--- src/rtl/srx_pkg.sv ---
package srx_pkg;
  localparam int BYTE_W = 8;
  localparam int TGT_W  = 3;
  localparam int LEN_W  = 4;

  typedef struct packed {
    logic [TGT_W-1:0] tgt;
    logic             tog;
    logic [LEN_W-1:0] len;
  } ctl_t;

  // position in a ring of 'depth' entries of the idx-th oldest byte
  function automatic int ring_pos(int wptr, int fill, int idx, int depth);
    return (wptr - fill + idx + 2 * depth) % depth;
  endfunction

  function automatic int fill_next(int fill, int depth);
    return (fill < depth) ? fill + 1 : depth;
  endfunction

  function automatic logic tgt_is_fifo(int tgt, int nfifo);
    return tgt < nfifo;
  endfunction

  function automatic logic tgt_is_reg(int tgt, int nfifo, int nreg);
    return (tgt >= nfifo) && (tgt < nfifo + nreg);
  endfunction
endpackage

--- src/rtl/srx_sync.sv ---
module srx_sync #(
  parameter int W = 3
) (
  input  logic         clk,
  input  logic         rst_n,
  input  logic [W-1:0] d_i,
  output logic [W-1:0] q_o,
  output logic [W-1:0] prev_o
);
  logic [W-1:0] stage1;

  always_ff @(posedge clk or negedge rst_n) begin
    if (!rst_n) begin
      stage1 <= '0;
      q_o    <= '0;
      prev_o <= '0;
    end else begin
      stage1 <= d_i;
      q_o    <= stage1;
      prev_o <= q_o;
    end
  end
endmodule

--- src/rtl/srx_deser.sv ---
module srx_deser
  import srx_pkg::*;
(
  input  logic              clk,
  input  logic              rst_n,
  input  logic              sck_s,
  input  logic              sck_p,
  input  logic              sin_s,
  input  logic              sin_p,
  input  logic              sdi_s,
  output logic              in_frame_o,
  output logic              ctrl_ev_o,
  output logic              data_ev_o,
  output logic              frame_end_ev_o,
  output logic [BYTE_W-1:0] byte_o,
  output ctl_t              ctl_o,
  output logic              have_ctl_o,
  output logic              extra_o
);
  logic [BYTE_W-1:0] shreg;
  logic [2:0]        bitcnt;
  logic              sck_rise, sin_rise, sin_fall, bit_ev, byte_ev;

  assign sck_rise = sck_s & ~sck_p;
  assign sin_rise = sin_s & ~sin_p;
  assign sin_fall = ~sin_s & sin_p;
  assign bit_ev   = in_frame_o & sck_rise;
  assign byte_ev  = bit_ev & (bitcnt == 3'd7);
  assign byte_o   = {sdi_s, shreg[BYTE_W-1:1]};

  assign ctrl_ev_o      = byte_ev & ~have_ctl_o;
  assign data_ev_o      = byte_ev & have_ctl_o;
  assign frame_end_ev_o = in_frame_o & sin_fall;

  always_ff @(posedge clk or negedge rst_n) begin
    if (!rst_n) begin
      in_frame_o <= 1'b0;
      have_ctl_o <= 1'b0;
      extra_o    <= 1'b0;
      bitcnt     <= '0;
      shreg      <= '0;
      ctl_o      <= '0;
    end else if (sin_rise) begin
      in_frame_o <= 1'b1;
      have_ctl_o <= 1'b0;
      extra_o    <= 1'b0;
      bitcnt     <= '0;
    end else if (sin_fall) begin
      in_frame_o <= 1'b0;
    end else if (bit_ev) begin
      shreg  <= byte_o;
      bitcnt <= bitcnt + 3'd1;
      if (have_ctl_o) extra_o <= 1'b1;
      if (ctrl_ev_o) begin
        have_ctl_o <= 1'b1;
        ctl_o      <= ctl_t'(byte_o);
      end
    end
  end
endmodule

--- src/rtl/srx_store.sv ---
module srx_store
  import srx_pkg::*;
#(
  parameter int NFIFO = 4,
  parameter int NREG  = 4,
  parameter int DEPTH = 8,
  localparam int CW   = $clog2(DEPTH + 1),
  localparam int PW   = $clog2(DEPTH),
  localparam int SW   = (NFIFO > 1) ? $clog2(NFIFO) : 1
) (
  input  logic                  clk,
  input  logic                  rst_n,
  input  logic                  ctrl_ev_i,
  input  logic                  data_ev_i,
  input  logic                  frame_end_ev_i,
  input  logic [BYTE_W-1:0]     byte_i,
  input  ctl_t                  ctl_i,
  input  logic                  have_ctl_i,
  input  logic                  extra_i,
  input  logic [NFIFO-1:0]      done_set_i,
  input  logic [SW-1:0]         rd_sel_i,
  input  logic [PW-1:0]         rd_idx_i,
  output logic [NFIFO*CW-1:0]   fill_o,
  output logic [NFIFO*LEN_W-1:0] txlen_o,
  output logic [NFIFO-1:0]      tog_o,
  output logic [NFIFO-1:0]      done_o,
  output logic [NREG*BYTE_W-1:0] reg_o,
  output logic [BYTE_W-1:0]     rd_data_o,
  output logic                  commit_ev_o,
  output logic [SW-1:0]         commit_sel_o,
  output logic                  wr_ev_o,
  output logic [SW-1:0]         wr_sel_o
);
  ctl_t new_ctl;
  logic cur_fifo, cur_reg, new_fifo, reg_wr;
  logic [BYTE_W-1:0] peek [NFIFO];

  assign new_ctl  = ctl_t'(byte_i);
  assign cur_fifo = tgt_is_fifo(int'(ctl_i.tgt), NFIFO);
  assign cur_reg  = tgt_is_reg(int'(ctl_i.tgt), NFIFO, NREG);
  assign new_fifo = ctrl_ev_i & tgt_is_fifo(int'(new_ctl.tgt), NFIFO);
  assign reg_wr   = data_ev_i & cur_reg;

  assign wr_ev_o      = data_ev_i & cur_fifo;
  assign wr_sel_o     = SW'(ctl_i.tgt);
  assign commit_ev_o  = frame_end_ev_i & have_ctl_i & cur_fifo &
                        ((ctl_i.len != '0) | extra_i);
  assign commit_sel_o = SW'(ctl_i.tgt);

  for (genvar f = 0; f < NFIFO; f++) begin : g_fifo
    logic [BYTE_W-1:0] mem [DEPTH];
    logic [PW-1:0]     wptr;
    logic [CW-1:0]     fill;
    logic [LEN_W-1:0]  len_q;
    logic              tog_q, done_q;
    logic              hit_new, hit_wr, hit_cm;

    assign hit_new = new_fifo & (int'(new_ctl.tgt) == f);
    assign hit_wr  = wr_ev_o & (int'(ctl_i.tgt) == f);
    assign hit_cm  = commit_ev_o & (int'(ctl_i.tgt) == f);

    always_ff @(posedge clk or negedge rst_n) begin
      if (!rst_n) begin
        wptr <= '0;
        fill <= '0;
      end else if (hit_new) begin
        wptr <= '0;
        fill <= '0;
      end else if (hit_wr) begin
        wptr <= (int'(wptr) == DEPTH - 1) ? '0 : wptr + PW'(1);
        fill <= CW'(fill_next(int'(fill), DEPTH));
      end
    end

    always_ff @(posedge clk) begin
      if (hit_wr) mem[wptr] <= byte_i;
    end

    always_ff @(posedge clk or negedge rst_n) begin
      if (!rst_n) begin
        done_q <= 1'b1;
        len_q  <= '0;
        tog_q  <= 1'b0;
      end else if (hit_cm) begin
        done_q <= 1'b0;
        len_q  <= ctl_i.len;
        tog_q  <= ctl_i.tog;
      end else if (done_set_i[f]) begin
        done_q <= 1'b1;
      end
    end

    assign fill_o[f*CW +: CW]       = fill;
    assign txlen_o[f*LEN_W +: LEN_W] = len_q;
    assign tog_o[f]                 = tog_q;
    assign done_o[f]                = done_q;
    assign peek[f] = mem[PW'(ring_pos(int'(wptr), int'(fill), int'(rd_idx_i), DEPTH))];
  end

  for (genvar r = 0; r < NREG; r++) begin : g_reg
    logic [BYTE_W-1:0] val;
    always_ff @(posedge clk or negedge rst_n) begin
      if (!rst_n) val <= '0;
      else if (reg_wr && (int'(ctl_i.tgt) - NFIFO == r)) val <= byte_i;
    end
    assign reg_o[r*BYTE_W +: BYTE_W] = val;
  end

  assign rd_data_o = peek[rd_sel_i];
endmodule

--- src/rtl/serial_write_rx.sv ---
module serial_write_rx
  import srx_pkg::*;
#(
  parameter int NFIFO = 4,
  parameter int NREG  = 4,
  parameter int DEPTH = 8,
  localparam int CW   = $clog2(DEPTH + 1),
  localparam int PW   = $clog2(DEPTH),
  localparam int SW   = (NFIFO > 1) ? $clog2(NFIFO) : 1
) (
  input  logic                   clk,
  input  logic                   rst_n,
  input  logic                   sck_i,
  input  logic                   strobe_i,
  input  logic                   sdata_i,
  input  logic [NFIFO-1:0]       done_set_i,
  input  logic [SW-1:0]          rd_sel_i,
  input  logic [PW-1:0]          rd_idx_i,
  output logic [NFIFO*CW-1:0]    fill_o,
  output logic [NFIFO*LEN_W-1:0] txlen_o,
  output logic [NFIFO-1:0]       tog_o,
  output logic [NFIFO-1:0]       done_o,
  output logic [NREG*BYTE_W-1:0] reg_o,
  output logic [BYTE_W-1:0]      rd_data_o
);
  logic [2:0] line_s, line_p;
  logic       in_frame, ctrl_ev, data_ev, frame_end_ev, have_ctl, extra;
  logic [BYTE_W-1:0] byte_w;
  ctl_t       ctl_q;
  logic       commit_ev, wr_ev;
  logic [SW-1:0] commit_sel, wr_sel;

  srx_sync #(.W(3)) u_sync (
    .clk(clk), .rst_n(rst_n),
    .d_i({sdata_i, strobe_i, sck_i}),
    .q_o(line_s), .prev_o(line_p)
  );

  srx_deser u_deser (
    .clk(clk), .rst_n(rst_n),
    .sck_s(line_s[0]), .sck_p(line_p[0]),
    .sin_s(line_s[1]), .sin_p(line_p[1]),
    .sdi_s(line_s[2]),
    .in_frame_o(in_frame), .ctrl_ev_o(ctrl_ev), .data_ev_o(data_ev),
    .frame_end_ev_o(frame_end_ev), .byte_o(byte_w), .ctl_o(ctl_q),
    .have_ctl_o(have_ctl), .extra_o(extra)
  );

  srx_store #(.NFIFO(NFIFO), .NREG(NREG), .DEPTH(DEPTH)) u_store (
    .clk(clk), .rst_n(rst_n),
    .ctrl_ev_i(ctrl_ev), .data_ev_i(data_ev), .frame_end_ev_i(frame_end_ev),
    .byte_i(byte_w), .ctl_i(ctl_q), .have_ctl_i(have_ctl), .extra_i(extra),
    .done_set_i(done_set_i), .rd_sel_i(rd_sel_i), .rd_idx_i(rd_idx_i),
    .fill_o(fill_o), .txlen_o(txlen_o), .tog_o(tog_o), .done_o(done_o),
    .reg_o(reg_o), .rd_data_o(rd_data_o),
    .commit_ev_o(commit_ev), .commit_sel_o(commit_sel),
    .wr_ev_o(wr_ev), .wr_sel_o(wr_sel)
  );
endmodule

--- config.mk ---
export PLATFORM = sky130hd
export DESIGN_NAME = serial_write_rx
export DESIGN_NICKNAME = d
export VERILOG_FILES = /design/src/rtl/srx_pkg.sv /design/src/rtl/srx_sync.sv /design/src/rtl/srx_deser.sv /design/src/rtl/srx_store.sv /design/src/rtl/serial_write_rx.sv
export SDC_FILE = /design/constraint.sdc
export NUM_CORES = 1
export LEC_CHECK = 0
export ABC_AREA = 1
export CORE_MARGIN = 2
export CORE_UTILIZATION = 39
export DETAILED_ROUTE_END_ITERATION = 10
export SYNTH_ARGS = -nofsm -noshare
export SYNTH_HDL_FRONTEND = slang
export SYNTH_SLANG_ARGS = --single-unit
export TNS_END_PERCENT = 1
--- constraint.sdc ---
create_clock -name clk -period 3.2 [get_ports clk]
set_input_delay 0.48 -clock clk [delete_from_list [all_inputs] [get_ports clk]]
set_output_delay 0.48 -clock clk [all_outputs]
set_load 0.03 [all_outputs]
# After elaboration in Yosys (flattened, before gate mapping)
# Memories as Yosys holds them, arrays and structs flattened.
# Cells that the tools add are included.
# classes
n_addsub	22
n_lt_le_gt_ge	8
n_eq_ne	15
muxes	56
bitwise	34
n_reduce_logical	25
# ops
operator	count
32-bit by 3-bit equality test with 1-bit output (second input constant)	2
4-bit 2-to-1 mux	12
3-bit 2-to-1 mux	15
32-bit by 2-bit equality test with 1-bit output (second input constant)	1
32-bit logical NOT	1
3-bit by 1-bit adder with 3-bit output (second input constant)	9
1-bit AND	26
1-bit 2-to-1 mux	26
2-bit nonzero test	12
4-bit by 1-bit adder with 4-bit output (second input constant)	4
8-bit binary-select mux with 2-bit select	1
4-bit less-than comparator (second input constant)	4
8-bit 2-to-1 mux	2
3-bit equality test (second input constant)	5
3-bit adder	4
3-bit by 1-bit equality test with 1-bit output (second input constant)	4
3-bit subtractor	4
3-bit AND reduction	3
3-bit by 2-bit equality test with 1-bit output (second input constant)	2
3-bit greater-or-equal comparator (second input constant)	2
3-bit logical NOT	2
3-bit less-than comparator (second input constant)	2
1-bit NOT	6
1-bit logical AND	4
other kinds (7)	7
# word_totals
elab_cells	199
ram_bits	256
inputBits	14
output_inout_bits	80
reg_bits	114
n_memories	4
# memory_table
name	words	width	read_ports	rd_ports_with_merged_regs	wr	line_no	rtl
u_store.g_fifo[0].mem	8	8	1	0	1	srx_store.sv:51	logic [BYTE_W-1:0] mem [DEPTH];
u_store.g_fifo[1].mem	8	8	1	0	1	srx_store.sv:51	
u_store.g_fifo[2].mem	8	8	1	0	1	srx_store.sv:51	
u_store.g_fifo[3].mem	8	8	1	0	1	srx_store.sv:51	

# Logic depth before layout (Yosys ltp)
# depth
word_depth	9
ltp_mapped	18
ltp_nobuf	16

# Cells and area by module
# From an unflattened synthesis, not the netlist that was laid out.
# hier_totals
hier_cells	1636
area_unflattened_um2	16590.9
# modules_own_cells
module	cells_each	area_per_inst_um2	instances	seq_area_each_um2
srx_store	1517	15359.7	1	9794.4
srx_deser	110	1006.0	1	525.5
srx_sync	9	225.2	1	225.2

# Worst setup path after synthesis
# OpenSTA, ideal clock, no wires.
# synth_timing
path_type	input-to-output
startpoint	input port rd_idx_i[1]
endpoint	output port rd_data_o[3]
stages	15
arrival_ps	2763
n_path_buf	2
slack_ps	-43
path_cell_list	inv_1 -> fa_1 -> fa_1 -> buf_2 -> inv_1 -> buf_2 -> nor2_1 -> o21ai_0 -> o21ai_0 -> inv_1 -> nand2_1 -> nand3_1 -> nand2_1 -> nand2_1 -> nand2_1
# synth_between
elab_chain_cells	6
# synth_lines
element	line_no	rtl
start: declaration	serial_write_rx.sv:18	input logic [PW-1:0] rd_idx_i,
3-bit adder	srx_pkg.sv:14	return (wptr - fill + idx + 2 * depth) % depth;
3-bit by 1-bit adder with 3-bit output	srx_pkg.sv:14	
memory 8 x 8 bit	-	
8-bit binary-select mux with 2-bit select (*)	srx_store.sv:109	assign rd_data_o = peek[rd_sel_i];
8-bit 2-to-1 mux (implied by the code) (*) (2 in series)	srx_store.sv:109	
end: declaration	serial_write_rx.sv:24	output logic [BYTE_W-1:0] rd_data_o
# Mark *: on every way between the ends. The rest lies on a longest branch, timed or not. The select of a mux whose other input is x is not followed.

# Worst setup path after layout
# layout_timing
startpoint	input port rd_idx_i[1]
endpoint	output port rd_data_o[6]
# Same word-level chain as after synthesis.

==> flow_summary.toml <==
[synthesis]
synth-edff-count = 256
async_flop_share_pct = 30.6
synth_ff_type = "edfxtp_1"
synth_seq_area_share_pct = 64.6
ys_types = 34
synthCells = 1616
syn_area_um2 = 16300
syn_area_per_cell_um2 = 10.1
ys_warn_count = 0
ys_ff_latch = 369
syn_nets = 1663

[grt]
grt_use_total_pct = 19.4
grt_max_degree = 51
antenna_found_initial = 0
overflow = 0
grt_pass1_wl_um = 65700
grt_pass1_vias = 11600

[die]
die_h_um = 208
die_area_um2 = 43400
ioPinCount = 94
rows = 74
die_w_um = 208
start_util_pct = 39.7
core_area_um2 = 41000

[pwr]
leakage_nw = 8.61
irDropWorstVdd_mv = 0.358
power_density_nw_per_um2 = 538

[sta]
setup_viol = 8
fmax_ghz = 0.272
clock_skew_ps = 9.90
hold_viol = 0
slew_violations = 0
fin_ws_ps = -471
worst_pin_slew_ps = 752
timing.final.crit_share_pct = 115
min_period_ps = 3670
slew_headroom_pct = 49.7
rsz0062_at_grt = "true"

[cts]
cts.sinks = 369
clockBufferDepth = 3
cts.reportedPaths.clkPinSlew_ps = 60
cts_tree = "built"
clk_latency_ps = 540
numCtsBuffers = 40
cts_max_level = 2
root_buffer = "clkbuf_16"

[detailed_routing]
drt-initial-drc-count = 810
drcViolationCount = 0
first_pass_iters = 5
dr_total_vias = 11500
post_drt_wl_per_cell_um = 17.6
viasPerCell = 4.91
ant_nets = 0
finalWirelength_um = 41300

[layout]
area_growth_pct = 22.0
antenna_cells = 0
final_util_pct = 48.4
drive_gt1_share_pct = 12.7
fill_cells = 3789
fin_cells = 2350
nets = 1836

[placement]
place_congestion = 0.917
placedCellCount = 2270
place_hpwl_um = 27700
post-place-ws_ps = -959
portBuffers = 93

[status]
violations = "setup timing"
status = "complete, but fails checks"

[hold_path]
min_path_type = "reg2reg"

[setup_path]
cp_max_fo = 8
worstPathRequired_ps = 2720
critPathKind = "in2out"
critPathCaptureType = "output port"
cp.arrival_ps = 3190
start_kind = "input port"

[job]
cap_violations = 0
-- stage by stage --
step	TNS [ps]	hold WS, ps	cell area (um^2)	total power [mW]
2_1_floorplan	-144	184	16300	5.81
3_3_place_gp	-7250	334	18300	6.20
3_5_place_dp	-7100	335	18300	6.21
4_1_cts	-4310	346	19800	10.8
5_1_grt	-4900	354	19900	11.1
6_report	-3620	347	19900	10.7
-- routing by layer --
layer	global-route usage, %	wire, um	vias up
met5	0	0	-
met4	6.72	1100	0
met3	4.38	2800	65
met2	30.6	18700	309
met1	26.5	18700	5481
li1	-	-	5676
-- final cells by class --
cell class	count	area, um^2	share of cell area [%]
Sequential cell	369	10500	53.0
Multi-Input combinational cell	975	4760	24.0
Timing Repair Buffer	192	1800	9.04
Clock buffer	57	1200	6.07
Inverter	208	788	3.97
Tap cell	532	666	3.35
Clock inverter	14	101	0.510
Timing Repair inverter	3	22.5	0.113
-- cell usage in the layout, fill, tap and decap left out, types with 4 or more instances in the layout --
master	count
dfrtp_1	109
buf_12	9
nand3_2	19
nand3_1	196
a21oi_1	4
inv_1	196
clkbuf_8	9
clkbuf_16	42
nand2_1	486
nor2_1	42
clkinv_2	8
nand2_2	13
buf_6	8
dfstp_2	4
o21ai_1	16
clkinv_1	5
fa_1	5
nand4_1	11
o21ai_0	103
nor3_1	32
xnor2_1	6
clkbuf_1	4
edfxtp_1	256
clkinvlp_4	5
inv_2	8
buf_4	90
clkdlybuf4s50_1	83
ha_1	23
-- cell families (layout without fill, tap and decap cells) --
group,count (synthesis),after routing,synth area share [%]
AND/OR/NAND/NOR,805,805,21.1
flip-flops,369,369,64.6
buffers and inverters,272,474,6.86
AO/OA/AOI/OAI,128,128,4.02
adder cells (fa/ha/maj),33,33,2.91
XOR/XNOR,8,8,0.430
multiplexers,1,1,0.0615
-- state kept, by name (all words and copies together), names as in the netlist --
name                   flops
u_sync.stage1              3
u_deser.ctl_o              8
u_deser.bitcnt             3
u_deser.in_frame_o         1
u_store.g_fifo.fill       16
u_sync.q_o                 3
u_deser.have_ctl_o         1
u_store.g_fifo.wptr       12
u_sync.prev_o              2
u_store.g_fifo.tog_q       4
u_deser.extra_o            1
u_store.g_fifo.len_q      16
u_store.g.val             32
u_store.g_fifo.mem       256
u_deser.shreg              7
u_store.g_fifo.done_q      4
-- what timing repair did --
item	in CTS	in global routing
gates cloned	3	0
buffers inserted	3	2
hold buffers	1	0
pin swaps	11	4
gates resized for setup	49	9
endpoints found under the hold margin	24	0
setup endpoints to repair	8	8
-- cells in the mapped netlist (all sizes together) (2+ instances only) --
cell type	number	area, um^2
nor2	47	204
nor3	32	160
inv	206	773
xnor2	6	52.6
nand2	500	1900
nand4	11	68.8
clkbuf	25	95.1
o21ai	119	596
clkinv	2	7.51
ha	25	313
dfrtp	109	2730
a21oi	4	20.0
buf	39	240
edfxtp	256	7690
dfstp	4	105
nand3	215	1110
xor2	2	17.5
fa	8	160
-- path summary, 6_finish.rpt --
path	from	endpoint	slack, ps	cells after the start
setup / recovery	rd_idx_i[1]	rd_data_o[6]	-470	16
min in group asynchronous	rst_n	u_store.g_reg[2].val[6]	510	2
hold reg to reg	u_sync.stage1[0]	u_sync.q_o[0]	350	0
max in group asynchronous	rst_n	u_store.g_fifo[2].fill[1]	1920	3
setup reg to reg	u_deser.bitcnt[0]	u_store.g_fifo[0].mem[2][5]	700	8
hold / removal	u_sync.stage1[0]	u_sync.q_o[0]	350	0
-- where the power goes --
| part | switching, mW | internal (mW) | total [mW] | leakage, nW |
|---|---|---|---|---|
| registers | 0.0252 | 5.24 | 5.26 | 3.84 |
| logic | 0.629 | 0.249 | 0.878 | 4.11 |
| clock network | 1.85 | 2.70 | 4.55 | 0.657 |
-- worst max-delay path, stage by stage --
cell and delay, ps:
dlygate4sd2_1 250, inv_2 90, buf_4 160, fa_1 500
fa_1 530, inv_1 100, buf_4 160, nand3_1 80
nand2_1 110, inv_1 50, nand3_1 80, nand3_1 180
nand2_1 140, nand2_1 50, nand2_1 90, buf_6 130
(Power assumes the default switching activity.)
